File: src/rtl/sc_pkg.sv
package sc_pkg;

   localparam int unsigned WORD_W    = 32;
   localparam int unsigned REG_IDX_W = 5;
   localparam int unsigned OPC_W     = 6;
   localparam int unsigned FUNC_W    = 6;
   localparam int unsigned SHAMT_W   = 5;
   localparam int unsigned IMM_W     = 16;
   localparam int unsigned JIDX_W    = 26;

   localparam logic [OPC_W-1:0] OPC_REG   = 6'h00;
   localparam logic [OPC_W-1:0] OPC_LOAD  = 6'h23;
   localparam logic [OPC_W-1:0] OPC_STORE = 6'h2B;
   localparam logic [OPC_W-1:0] OPC_BEQ   = 6'h04;
   localparam logic [OPC_W-1:0] OPC_JUMP  = 6'h02;

   localparam logic [FUNC_W-1:0] FN_ADD = 6'h20;
   localparam logic [FUNC_W-1:0] FN_SUB = 6'h22;
   localparam logic [FUNC_W-1:0] FN_AND = 6'h24;
   localparam logic [FUNC_W-1:0] FN_OR  = 6'h25;
   localparam logic [FUNC_W-1:0] FN_SLT = 6'h2A;

   // operation class handed from the main decoder to the ALU decoder
   typedef enum logic [1:0] {
      CLS_ADD   = 2'b00,
      CLS_SUB   = 2'b01,
      CLS_FIELD = 2'b10
   } op_class_e;

   typedef enum logic [2:0] {
      ALU_ADD,
      ALU_SUB,
      ALU_AND,
      ALU_OR,
      ALU_SLT
   } alu_fn_e;

   // field layout of an instruction word
   typedef struct packed {
      logic [OPC_W-1:0]     opc;
      logic [REG_IDX_W-1:0] rs;
      logic [REG_IDX_W-1:0] rt;
      logic [REG_IDX_W-1:0] rd;
      logic [SHAMT_W-1:0]   shamt;
      logic [FUNC_W-1:0]    func;
   } insn_t;

   // steering produced by the main decoder
   typedef struct packed {
      logic      dst_from_rd;   // 1: write index from rd, 0: from rt
      logic      b_from_imm;    // 1: ALU operand b is the extended immediate
      logic      wb_from_mem;   // 1: write-back value comes from data memory
      logic      reg_wr;
      logic      mem_rd;
      logic      mem_wr;
      logic      is_branch;
      logic      is_jump;
      op_class_e cls;
   } steer_t;

endpackage

File: src/rtl/sc_main_ctrl.sv
module sc_main_ctrl
   import sc_pkg::*;
(
   input  logic [OPC_W-1:0] opc,
   output steer_t           steer
);

   always_comb begin
      steer = '0;
      case (opc)
         OPC_REG: begin
            steer.dst_from_rd = 1'b1;
            steer.reg_wr      = 1'b1;
            steer.cls         = CLS_FIELD;
         end
         OPC_LOAD: begin
            steer.b_from_imm  = 1'b1;
            steer.wb_from_mem = 1'b1;
            steer.reg_wr      = 1'b1;
            steer.mem_rd      = 1'b1;
            steer.cls         = CLS_ADD;
         end
         OPC_STORE: begin
            steer.b_from_imm = 1'b1;
            steer.mem_wr     = 1'b1;
            steer.cls        = CLS_ADD;
         end
         OPC_BEQ: begin
            steer.is_branch = 1'b1;
            steer.cls       = CLS_SUB;
         end
         OPC_JUMP: begin
            steer.is_jump = 1'b1;
         end
         default: steer = '0;
      endcase
   end

endmodule

File: src/rtl/sc_alu_ctrl.sv
module sc_alu_ctrl
   import sc_pkg::*;
(
   input  op_class_e          cls,
   input  logic [SHAMT_W-1:0] shamt,
   input  logic [FUNC_W-1:0]  func,
   output alu_fn_e            fn,
   output logic               fn_ok
);

   always_comb begin
      fn    = ALU_ADD;
      fn_ok = 1'b1;
      case (cls)
         CLS_ADD: fn = ALU_ADD;
         CLS_SUB: fn = ALU_SUB;
         CLS_FIELD: begin
            case (func)
               FN_ADD:  fn = ALU_ADD;
               FN_SUB:  fn = ALU_SUB;
               FN_AND:  fn = ALU_AND;
               FN_OR:   fn = ALU_OR;
               FN_SLT:  fn = ALU_SLT;
               default: fn_ok = 1'b0;
            endcase
            // the subset has no shift amount; a nonzero field is foreign
            if (shamt != '0) fn_ok = 1'b0;
         end
         default: fn_ok = 1'b0;
      endcase
   end

endmodule

File: src/rtl/sc_alu.sv
module sc_alu
   import sc_pkg::*;
#(
   parameter int unsigned W = 32
)(
   input  logic [W-1:0] a,
   input  logic [W-1:0] b,
   input  alu_fn_e      fn,
   output logic [W-1:0] y,
   output logic         zero
);

   logic lt;

   assign lt = $signed(a) < $signed(b);

   always_comb begin
      case (fn)
         ALU_ADD: y = a + b;
         ALU_SUB: y = a - b;
         ALU_AND: y = a & b;
         ALU_OR:  y = a | b;
         ALU_SLT: y = {{(W-1){1'b0}}, lt};
         default: y = '0;
      endcase
   end

   assign zero = (y == '0);

endmodule

File: src/rtl/sc_regfile.sv
module sc_regfile
   import sc_pkg::*;
#(
   parameter int unsigned W            = 32,
   parameter int unsigned NREGS        = 32,
   parameter bit          CLEAR_ON_RST = 1'b1
)(
   input  logic                 clk,
   input  logic                 rst,
   input  logic [REG_IDX_W-1:0] ra1,
   input  logic [REG_IDX_W-1:0] ra2,
   input  logic [REG_IDX_W-1:0] wa,
   input  logic                 we,
   input  logic [W-1:0]         wd,
   output logic [W-1:0]         rd1,
   output logic [W-1:0]         rd2
);

   localparam int unsigned IDXW = $clog2(NREGS);

   logic [NREGS-1:0][W-1:0] bank;

   // entry 0 is a constant zero source
   assign bank[0] = '0;

   for (genvar g = 1; g < NREGS; g++) begin : g_reg
      logic [W-1:0] q;
      logic         hit;

      assign hit = we && (wa == REG_IDX_W'(g));

      if (CLEAR_ON_RST) begin : g_clear
         always_ff @(posedge clk) begin
            if (rst)      q <= '0;
            else if (hit) q <= wd;
         end
      end else begin : g_hold
         always_ff @(posedge clk) begin
            if (hit && !rst) q <= wd;
         end
      end

      assign bank[g] = q;
   end

   if (IDXW == REG_IDX_W) begin : g_full_rd
      assign rd1 = bank[ra1];
      assign rd2 = bank[ra2];
   end else begin : g_part_rd
      // indices past the implemented registers read as zero
      assign rd1 = (ra1 < REG_IDX_W'(NREGS)) ? bank[ra1[IDXW-1:0]] : '0;
      assign rd2 = (ra2 < REG_IDX_W'(NREGS)) ? bank[ra2[IDXW-1:0]] : '0;
   end

endmodule

File: src/rtl/sc_next_pc.sv
module sc_next_pc
   import sc_pkg::*;
#(
   parameter int unsigned W  = 32,
   parameter int unsigned JW = 26
)(
   input  logic [W-1:0]  pc,
   input  logic [W-1:0]  offset,
   input  logic [JW-1:0] jidx,
   input  logic          take_branch,
   input  logic          take_jump,
   output logic [W-1:0]  next
);

   localparam int unsigned TOPW = W - JW - 2;

   logic [W-1:0] seq;
   logic [W-1:0] br;
   logic [W-1:0] jt;

   assign seq = pc + W'(4);
   assign br  = seq + (offset << 2);
   assign jt  = {pc[W-1 -: TOPW], jidx, 2'b00};

   always_comb begin
      if (take_jump)        next = jt;
      else if (take_branch) next = br;
      else                  next = seq;
   end

endmodule

File: src/rtl/sc_core.sv
module sc_core
   import sc_pkg::*;
#(
   parameter int unsigned       NREGS      = 32,
   parameter logic [WORD_W-1:0] RESET_PC   = '0,
   parameter bit                CLEAR_REGS = 1'b1
)(
   input  logic                 clk,
   input  logic                 rst,
   output logic [WORD_W-1:0]    imem_addr_o,
   input  logic [WORD_W-1:0]    imem_data_i,
   output logic [WORD_W-1:0]    dmem_addr_o,
   output logic [WORD_W-1:0]    dmem_wdata_o,
   output logic                 dmem_we_o,
   output logic                 dmem_re_o,
   input  logic [WORD_W-1:0]    dmem_rdata_i,
   output logic                 wb_en_o,
   output logic [REG_IDX_W-1:0] wb_reg_o,
   output logic [WORD_W-1:0]    wb_data_o
);

   localparam int unsigned EXT_W = WORD_W - IMM_W;

   initial begin : p_param_check
      if (NREGS < 2 || NREGS > (1 << REG_IDX_W) || (NREGS & (NREGS - 1)) != 0)
         $fatal(1, "sc_core: NREGS must be a power of two from 2 to 32");
      if (RESET_PC[1:0] != 2'b00)
         $fatal(1, "sc_core: RESET_PC must be word aligned");
   end

   logic [WORD_W-1:0]    pc_q;
   logic [WORD_W-1:0]    pc_next;
   insn_t                insn;
   steer_t               steer;
   alu_fn_e              alu_fn;
   logic                 alu_ok;
   logic [WORD_W-1:0]    rs_val;
   logic [WORD_W-1:0]    rt_val;
   logic [WORD_W-1:0]    imm_ext;
   logic [WORD_W-1:0]    alu_b;
   logic [WORD_W-1:0]    alu_y;
   logic                 alu_zero;
   logic [REG_IDX_W-1:0] wr_idx;
   logic [WORD_W-1:0]    wr_val;
   logic                 commit;
   logic                 wr_go;

   assign insn   = insn_t'(imem_data_i);
   assign commit = !rst;

   sc_main_ctrl u_main_ctrl (
      .opc   (insn.opc),
      .steer (steer)
   );

   sc_alu_ctrl u_alu_ctrl (
      .cls   (steer.cls),
      .shamt (insn.shamt),
      .func  (insn.func),
      .fn    (alu_fn),
      .fn_ok (alu_ok)
   );

   assign imm_ext = {{EXT_W{imem_data_i[IMM_W-1]}}, imem_data_i[IMM_W-1:0]};
   assign wr_idx  = steer.dst_from_rd ? insn.rd : insn.rt;
   assign wr_go   = commit && steer.reg_wr && alu_ok && (wr_idx != '0);
   assign wr_val  = steer.wb_from_mem ? dmem_rdata_i : alu_y;

   sc_regfile #(
      .W            (WORD_W),
      .NREGS        (NREGS),
      .CLEAR_ON_RST (CLEAR_REGS)
   ) u_regfile (
      .clk (clk),
      .rst (rst),
      .ra1 (insn.rs),
      .ra2 (insn.rt),
      .wa  (wr_idx),
      .we  (wr_go),
      .wd  (wr_val),
      .rd1 (rs_val),
      .rd2 (rt_val)
   );

   assign alu_b = steer.b_from_imm ? imm_ext : rt_val;

   sc_alu #(
      .W (WORD_W)
   ) u_alu (
      .a    (rs_val),
      .b    (alu_b),
      .fn   (alu_fn),
      .y    (alu_y),
      .zero (alu_zero)
   );

   sc_next_pc #(
      .W  (WORD_W),
      .JW (JIDX_W)
   ) u_next_pc (
      .pc          (pc_q),
      .offset      (imm_ext),
      .jidx        (imem_data_i[JIDX_W-1:0]),
      .take_branch (steer.is_branch && alu_zero),
      .take_jump   (steer.is_jump),
      .next        (pc_next)
   );

   always_ff @(posedge clk) begin
      if (rst) pc_q <= RESET_PC;
      else     pc_q <= pc_next;
   end

   assign imem_addr_o  = pc_q;
   assign dmem_addr_o  = alu_y;
   assign dmem_wdata_o = rt_val;
   assign dmem_we_o    = commit && steer.mem_wr;
   assign dmem_re_o    = commit && steer.mem_rd;
   assign wb_en_o      = wr_go;
   assign wb_reg_o     = wr_idx;
   assign wb_data_o    = wr_val;

endmodule

File: config.mk
export PLATFORM = sky130hd
export DESIGN_NAME = sc_core
export DESIGN_NICKNAME = d
export VERILOG_FILES = /design/src/rtl/sc_pkg.sv /design/src/rtl/sc_main_ctrl.sv /design/src/rtl/sc_alu_ctrl.sv /design/src/rtl/sc_alu.sv /design/src/rtl/sc_regfile.sv /design/src/rtl/sc_next_pc.sv /design/src/rtl/sc_core.sv
export SDC_FILE = /design/constraint.sdc
export NUM_CORES = 2
export LEC_CHECK = 0
export BUFFER_PORTS_ARGS = -buffer_cell sky130_fd_sc_hd__buf_4
export CORE_UTILIZATION = 50
export CTS_CLUSTER_SIZE = 20
export DETAILED_ROUTE_END_ITERATION = 16
export GPL_TIMING_DRIVEN = 1
export PLACE_DENSITY = 0.71
export REMOVE_ABC_BUFFERS = 1
export SETUP_SLACK_MARGIN = 0.1
export SLEW_MARGIN = 20
export SYNTH_ARGS = -nofsm -noshare
export SYNTH_HDL_FRONTEND = slang
export SYNTH_SLANG_ARGS = --single-unit
File: constraint.sdc
create_clock -name clk -period 8.8 [get_ports clk]
set_input_delay 0 -clock clk [delete_from_list [all_inputs] [get_ports clk]]
set_output_delay 0 -clock clk [all_outputs]
set_load 0.1 [all_outputs]
After elaboration in Yosys (flattened, before gate mapping)
Index checks and enable logic that the tools add are counted.
{ "op_classes": {"addsub": 4, "n_lt_le_gt_ge": 3, "eq_ne": 46, "n_mux": 23, "bitwise": 2, "n_reduce_logical": 49} }
{ "ops": {"columns": ["cell", "count"], "rows": [
  ["$bmux W32 S5", 2],
  ["$mux W32", 5],
  ["$pmux W32 S5", 1],
  ["$eq A5 B5 Y1 const B", 16],
  ["$add A32 B32 Y32", 2],
  ["$eq A6 B6 Y1 const B", 7],
  ["$eq A5 B4 Y1 const B", 8],
  ["$logic_and A1 B1 Y1", 37],
  ["$add A32 B3 Y32 const B", 1],
  ["$and A32 B32 Y32", 1],
  ["$logic_not A32 Y1", 1],
  ["$lt A32 B32 Y1", 1],
  ["$or A32 B32 Y32", 1],
  ["$sub A32 B32 Y32", 1],
  ["$mux W28", 1],
  ["$eq A5 B3 Y1 const B", 4],
  ["$lt A5 B6 Y1 const B", 2],
  ["$pmux W3 S4", 1],
  ["$eq A5 B2 Y1 const B", 2],
  ["$reduce_bool A5 Y1", 2],
  ["$mux W1", 9],
  ["$reduce_or A2 Y1", 4],
  ["$eq A3 B2 Y1 const B", 2],
  ["$eq A6 B2 Y1 const B", 1],
  ["15 further kinds", 15]
]} }
{ "word_totals": {"register_bits": 1024, "output_inout_bits": 136, "elab_cells": 161} }

Longest topological paths before layout
{ "depth": {"ltp_word": 10, "ltp_mapped": 26, "mapped_depth_nobuf": 21} }

Modules after synthesis
From an unflattened synthesis, not the netlist that was laid out.
{ "hier_totals": {"hier_cells": 8003, "area_unflattened_um2": 61247.5} }
{ "by_module_without_submodules": {"columns": ["module", "instances", "cells_each", "area_each_um2", "seq_area_each_um2"], "rows": [
  ["sc_regfile", 1, 6580, 51207.9, 19859.0],
  ["sc_alu", 1, 804, 5228.8, 0.0],
  ["sc_next_pc", 1, 408, 2803.9, 0.0],
  ["sc_core", 1, 173, 1720.4, 640.6],
  ["sc_alu_ctrl", 1, 23, 171.4, 0.0],
  ["sc_main_ctrl", 1, 15, 115.1, 0.0]
]} }

Worst setup path before layout
Ideal clock, no wire load.
{ "synth_path": {"kind": "input port to flip-flop", "from": "input imem_data_i[16]", "to": "register u_regfile.g_reg[10].q[31]", "setup_time_ns": 0.070, "arrival_time_ns": 8.752, "required_time_ns": 8.730, "slack_ns": -0.022, "path_stages": 22, "path_buffers": 6, "path_cell_list": "clkbuf_1 -> buf_1 -> clkbuf_1 -> clkbuf_1 -> mux4_2 -> mux4_2 -> mux2i_1 -> o21a_1 -> ha_1 -> clkbuf_1 -> a21oi_1 -> nand2_1 -> o21ai_0 -> a21oi_1 -> a221oi_1 -> o311ai_1 -> and3_1 -> o311ai_1 -> mux2_2 -> clkbuf_1 -> nand2_1 -> a21oi_1"} }
{ "synth_between": {"elab_chain_len": 6, "word_cells_on_any_way": 14} }
{ "synth_rtl": {"columns": ["element", "line_no", "source"], "rows": [
  ["start, declared", "sc_core.sv:11", "input logic [WORD_W-1:0] imem_data_i,"],
  ["$bmux W32 S5 (*)", "sc_regfile.sv:48", "assign rd2 = bank[ra2];"],
  ["$mux W32 (not written as such) (*)", "sc_regfile.sv:48", null],
  ["$mux W32 (*)", "sc_core.sv:85", "assign alu_b = steer.b_from_imm ? imm_ext : rt_val;"],
  ["$sub A32 B32 Y32 (tied with other cells)", "sc_alu.sv:20", "ALU_SUB: y = a - b;"],
  ["$pmux W32 S5 (*)", "sc_alu.sv:18", "case (fn)"],
  ["named net dmem_addr_o[31]", "sc_core.sv:12", "output logic [WORD_W-1:0] dmem_addr_o,"],
  ["$mux W32 (*)", "sc_core.sv:67", "assign wr_val = steer.wb_from_mem ? dmem_rdata_i : alu_y;"],
  ["named net wb_data_o[31]", "sc_core.sv:19", "output logic [WORD_W-1:0] wb_data_o"],
  ["end signal, assigned", "sc_regfile.sv:35", "else if (hit) q <= wd;"],
  ["end, declared", "sc_regfile.sv:27", "logic [W-1:0] q;"]
]} }
Mark *: on every way through the listed nets, which the timed path passes. The rest lies on a longest branch. The select of a mux whose other input is x is not followed.
A chain may end at the register's enable or synchronous reset.

Worst setup path in the final report
{ "layout_path": {"from": "input imem_data_i[17]", "to": "register pc_q[2] (netlist: imem_addr_o[2])"} }
{ "layout_between": {"elab_chain_len": 9, "word_cells_on_any_way": 13} }
{ "layout_rtl": {"columns": ["element", "line_no", "source"], "rows": [
  ["$bmux W32 S5 (*)", "sc_regfile.sv:48", null],
  ["$mux W32 (not written as such) (*)", "sc_regfile.sv:48", null],
  ["$mux W32 (*)", "sc_core.sv:85", null],
  ["$sub A32 B32 Y32 (tied with other cells)", "sc_alu.sv:20", null],
  ["$pmux W32 S5 (*)", "sc_alu.sv:18", null],
  ["$logic_not A32 Y1 (*)", "sc_alu.sv:28", "assign zero = (y == '0);"],
  ["$logic_and A1 B1 Y1 (*)", "sc_core.sv:104", ".take_branch (steer.is_branch && alu_zero),"],
  ["$mux W32 (*)", "sc_next_pc.sv:27", "else if (take_branch) next = br;"],
  ["$mux W28 (*)", "sc_next_pc.sv:26", "if (take_jump) next = jt;"],
  ["end signal, assigned", "sc_core.sv:111", "else pc_q <= pc_next;"],
  ["end, declared", "sc_core.sv:31", "logic [WORD_W-1:0] pc_q;"]
]} }
Every way passes the cells marked *; elsewhere a longest branch is shown, timed or not. The select of a mux whose other input is x is not followed.

==> flow_metrics.py <==
metrics = {
    "yosys": {
        "post_synthesis_sequential_area_ratio_pct": 34.2,
        "synth_area_leader_cell": "sky130_fd_sc_hd__dfxtp_1",
        "commonest_cells_in_the_synthesized_netlist": "sky130_fd_sc_hd__nand2_1, sky130_fd_sc_hd__dfxtp_1, sky130_fd_sc_hd__a21oi_1",
        "synth_top_family_by_area": "multiplexers",
        "postSynth.topFlopCell": "sky130_fd_sc_hd__dfxtp_1",
        "synth-seq-cells": 1022,
        "post_synth_fa_ha_maj_area_fraction_pct": 2.91,
        "synthCells": 6764,
        "post_synth_instance_area_um2": 59800,
        "yosys-mux-area-fraction_pct": 25.2,
        "synth_top_cells_by_area": "sky130_fd_sc_hd__dfxtp_1, sky130_fd_sc_hd__mux4_2, sky130_fd_sc_hd__nand2_1",
        "synth.lib_cells_used.distinct": 90,
        "synth.avg_cell_area_um2": 8.84,
        "ys_warn_count": 0,
        "post_synthesis_compound_gate_area_fraction_pct": 15.5,
        "synth-async-reset-ratio_pct": 0,
        "synth-edff-count": 0,
        "yosys.area_share.simple_pct": 16.3,
        "post_synth_xor_area_fraction_pct": 0.791,
        "synth_top_area_share_pct": 34.2,
        "synthMostInstantiatedCell": "sky130_fd_sc_hd__nand2_1",
    },
    "pwr": {
        "clock_power_share_pct": 47.3,
        "share_comb_of_total_power_pct": 7.7,
        "power.ir.vdd_worst_mv": 0.175,
        "cellInternalPower_mw": 7.71,
        "leakagePower_nw": 23.5,
        "p_sw_mw": 2.61,
        "seq_power_share_pct": 44.9,
        "power.switching_fraction_pct": 25.3,
        "power_per_cell_area_nw_per_um2": 155,
    },
    "die": {
        "core_area_um2": 118000,
        "core.rowCount": 126,
        "die_x_um": 348,
        "die_height_um": 348,
        "full_die_area_um2": 121000,
        "top_level_ports": 202,
        "initial_core_util_pct": 50.5,
    },
    "routing": {
        "num_vias": 56000,
        "detail_route.iter0.violations": 8422,
        "antenna_left": 0,
        "drt-wirelength-per-cell_um": 28.9,
        "dr.pass1.iters": 8,
        "detail_route.drc_violations": 0,
        "route.detailed.vias_per_inst": 6.80,
        "wire_length_after_detailed_routing_um": 238000,
    },
    "timing": {
        "fin_skew_ns": 0.0370,
        "rsz_0062_raised_after_global_routing": "false",
        "achievable-frequency_mhz": 134,
        "timing.slew.headroom_pct": 16.2,
        "post-route-period-util_pct": 84.9,
        "tightest_slew_ns": 1.22,
        "timing.final.setup_violations": 0,
        "timing.final.hold_violations": 0,
        "fin_worst_hold_slack_ns": 0.0302,
        "tns_ns": 0,
        "min_clock_period_post_route_ns": 7.47,
        "timing.final.ws_setup_ns": 1.33,
        "report.final.slew_viol_count": 0,
    },
    "cells_and_area": {
        "final_layout_size_suffix_gt1_share_pct": 19.7,
        "fill_cells": 10200,
        "nNetsFinal": 6821,
        "multi_input_area_um2": 36700,
        "area_delta_synth_final_pct": 11.3,
        "sequential_cell_area_um2": 20500,
    },
    "setup_path": {
        "critPathCaptureType": "flop",
        "critical_path.cell_chain": "buf_8, buf_4, mux4_2, mux4_2, mux2i_1, o21a_1, ha_1, nor3_1, a31oi_1, o21ai_0, a211oi_1, a221oi_1, o21ai_1, or4_1, nor4_1, and4b_1, and3_1, buf_4, mux2i_1, a211oi_1, dlygate4sd3_1",
        "startpoint_type": "primary input",
        "cp.required_ns": 9.40,
        "cpLargestDelayFamily": "simple AND/OR/NAND/NOR gates",
        "crit_path_max_incr_delay_ns": 0.72,
        "worstPathMaxFanout": 82,
        "arrival_time_of_the_worst_setup_path_ns": 8.07,
        "path_buf_inv": 4,
        "cpMaxStageDelayCell": "sky130_fd_sc_hd__or4_1",
        "critical_path_class": "primary input to flop",
    },
    "place": {
        "dpl.hpwl_um": 153000,
        "dp_worst_setup_slack_ns": 1.32,
        "place.gp.congestion": 1.01,
        "place.port_buffers": 199,
    },
    "cts": {
        "cts_buffers": 106,
        "clock-root-buffer": "sky130_fd_sc_hd__clkbuf_16",
        "h-tree-depth": 3,
        "clk_latency_ns": 0.74,
        "cts_tree": "done",
        "cts.clk_slew.worst_paths_ns": 0.06,
        "clock-sinks": 1022,
        "maximum_clock_insertion_buffer_count": 3,
    },
    "min_path": {
        "holdCritPathClass": "primary input to flop",
    },
    "grt": {
        "overflow": 0,
        "grt_util_overall_pct": 38.3,
        "number_of_antenna_violations_at_the_first_check_in_global_routing": 9,
        "first_global_vias": 53000,
        "grt_first_pass_wirelength_um": 347000,
        "grt_start_max_net_pins": 219,
    },
    "status": {
        "run_status": "completed",
    },
    "run": {
        "timing.max_cap.violations": 0,
    },
}
[kinds of logic after synthesis]
kind of cell	count (synthesis)
xor+xnor	54
simple gates	2443
fa+ha+maj	137
buf+inv	792
compound gates	1546
mux	769
other cells	1
flops	1022
[power groups by stage]
stage	registers (mW)	logic (mW)	clock network (mW)
3_5_place_dp	4.74	0.766	0
5_1_grt	4.63	0.825	5.06
4_1_cts	4.63	0.781	4.86
2_1_floorplan	4.76	0.314	0
6_report	4.63	0.799	4.88
3_3_place_gp	4.74	0.763	0
[cell usage in the layout, fill, tap and decap left out, types with 52 or more instances in the layout]
cell type,instances
sky130_fd_sc_hd__a22o_1,66
sky130_fd_sc_hd__inv_1,158
sky130_fd_sc_hd__mux2_2,119
sky130_fd_sc_hd__clkbuf_16,108
sky130_fd_sc_hd__ha_1,134
sky130_fd_sc_hd__nor2_1,490
sky130_fd_sc_hd__a21o_1,53
sky130_fd_sc_hd__mux4_2,576
sky130_fd_sc_hd__nand2_1,1668
sky130_fd_sc_hd__a211oi_1,140
sky130_fd_sc_hd__mux2i_1,67
sky130_fd_sc_hd__buf_4,323
sky130_fd_sc_hd__dfxtp_1,1022
sky130_fd_sc_hd__o21ai_0,52
sky130_fd_sc_hd__a21oi_1,994
[timing repair]
action	CTS	global route
setup buffers	0	0
endpoints found under the hold margin	303	0
hold buffers	39	0
gates resized for setup	0	0
[per-stage QoR]
stage	total power [mW]	util, %	area [um^2]	std cells
2_1_floorplan	5.07	-	57300	6131
3_3_place_gp	5.50	52.8	62400	8007
3_5_place_dp	5.50	52.8	62400	8007
4_1_cts	10.3	56.3	66500	8242
5_1_grt	10.5	56.3	66500	8242
6_report	10.3	56.3	66500	8244
[area by class of cell]
type | count | share of cell area (%)
Inverter | 158 | 0.891
Timing Repair Buffer | 379 | 4.68
Clock inverter | 47 | 1.04
Tap cell | 1536 | 2.89
Sequential cell | 1022 | 30.7
Multi-Input combinational cell | 4951 | 55.2
Clock buffer | 149 | 4.58
Antenna cell | 2 | 0.00752
[worst register-to-register path: cells and delay by family (launching register included)]
| family | cells | cell delay, ns |
|---|---|---|
| multiplexers | 4 | 1.82 |
| adder cells (fa/ha/maj) | 1 | 0.31 |
| buffers and inverters | 2 | 1.03 |
| flip-flops | 1 | 0.33 |
| AO/OA/AOI/OAI | 7 | 2.12 |
| AND/OR/NAND/NOR | 5 | 1.73 |
[per-layer routing]
| layer | GRT usage, % | part of all wire (%) | up-vias |
|---|---|---|---|
| met3 | 12.3 | 15 | 1079 |
| met4 | 23.2 | 6.9 | 6 |
| met5 | 0 | 0.016 | - |
| met1 | 48.8 | 35 | 26900 |
| met2 | 56.6 | 43 | 4332 |
| li1 | - | - | 23700 |
[state kept, by name, summed over array words and instances, names as in the netlist]
register       cells
u_regfile.g.q    992
imem_addr_o       30
[worst paths after layout]
check,start,endpoint,slack (ns),depth (start not counted)
hold reg to reg,u_regfile.g_reg[10].q[19]$_SDFFE_PP0P_,u_regfile.g_reg[10].q[19]$_SDFFE_PP0P_,0.46,2
hold / removal,imem_data_i[27],imem_addr_o[29]$_SDFFE_PP0N_,0.03,5
setup / recovery,imem_data_i[17],imem_addr_o[2]$_SDFF_PP0_,1.33,21
setup reg to reg,u_regfile.g_reg[31].q[2]$_SDFFE_PP0P_,imem_addr_o[2]$_SDFF_PP0_,1.35,19
(Power assumes the default switching activity.)
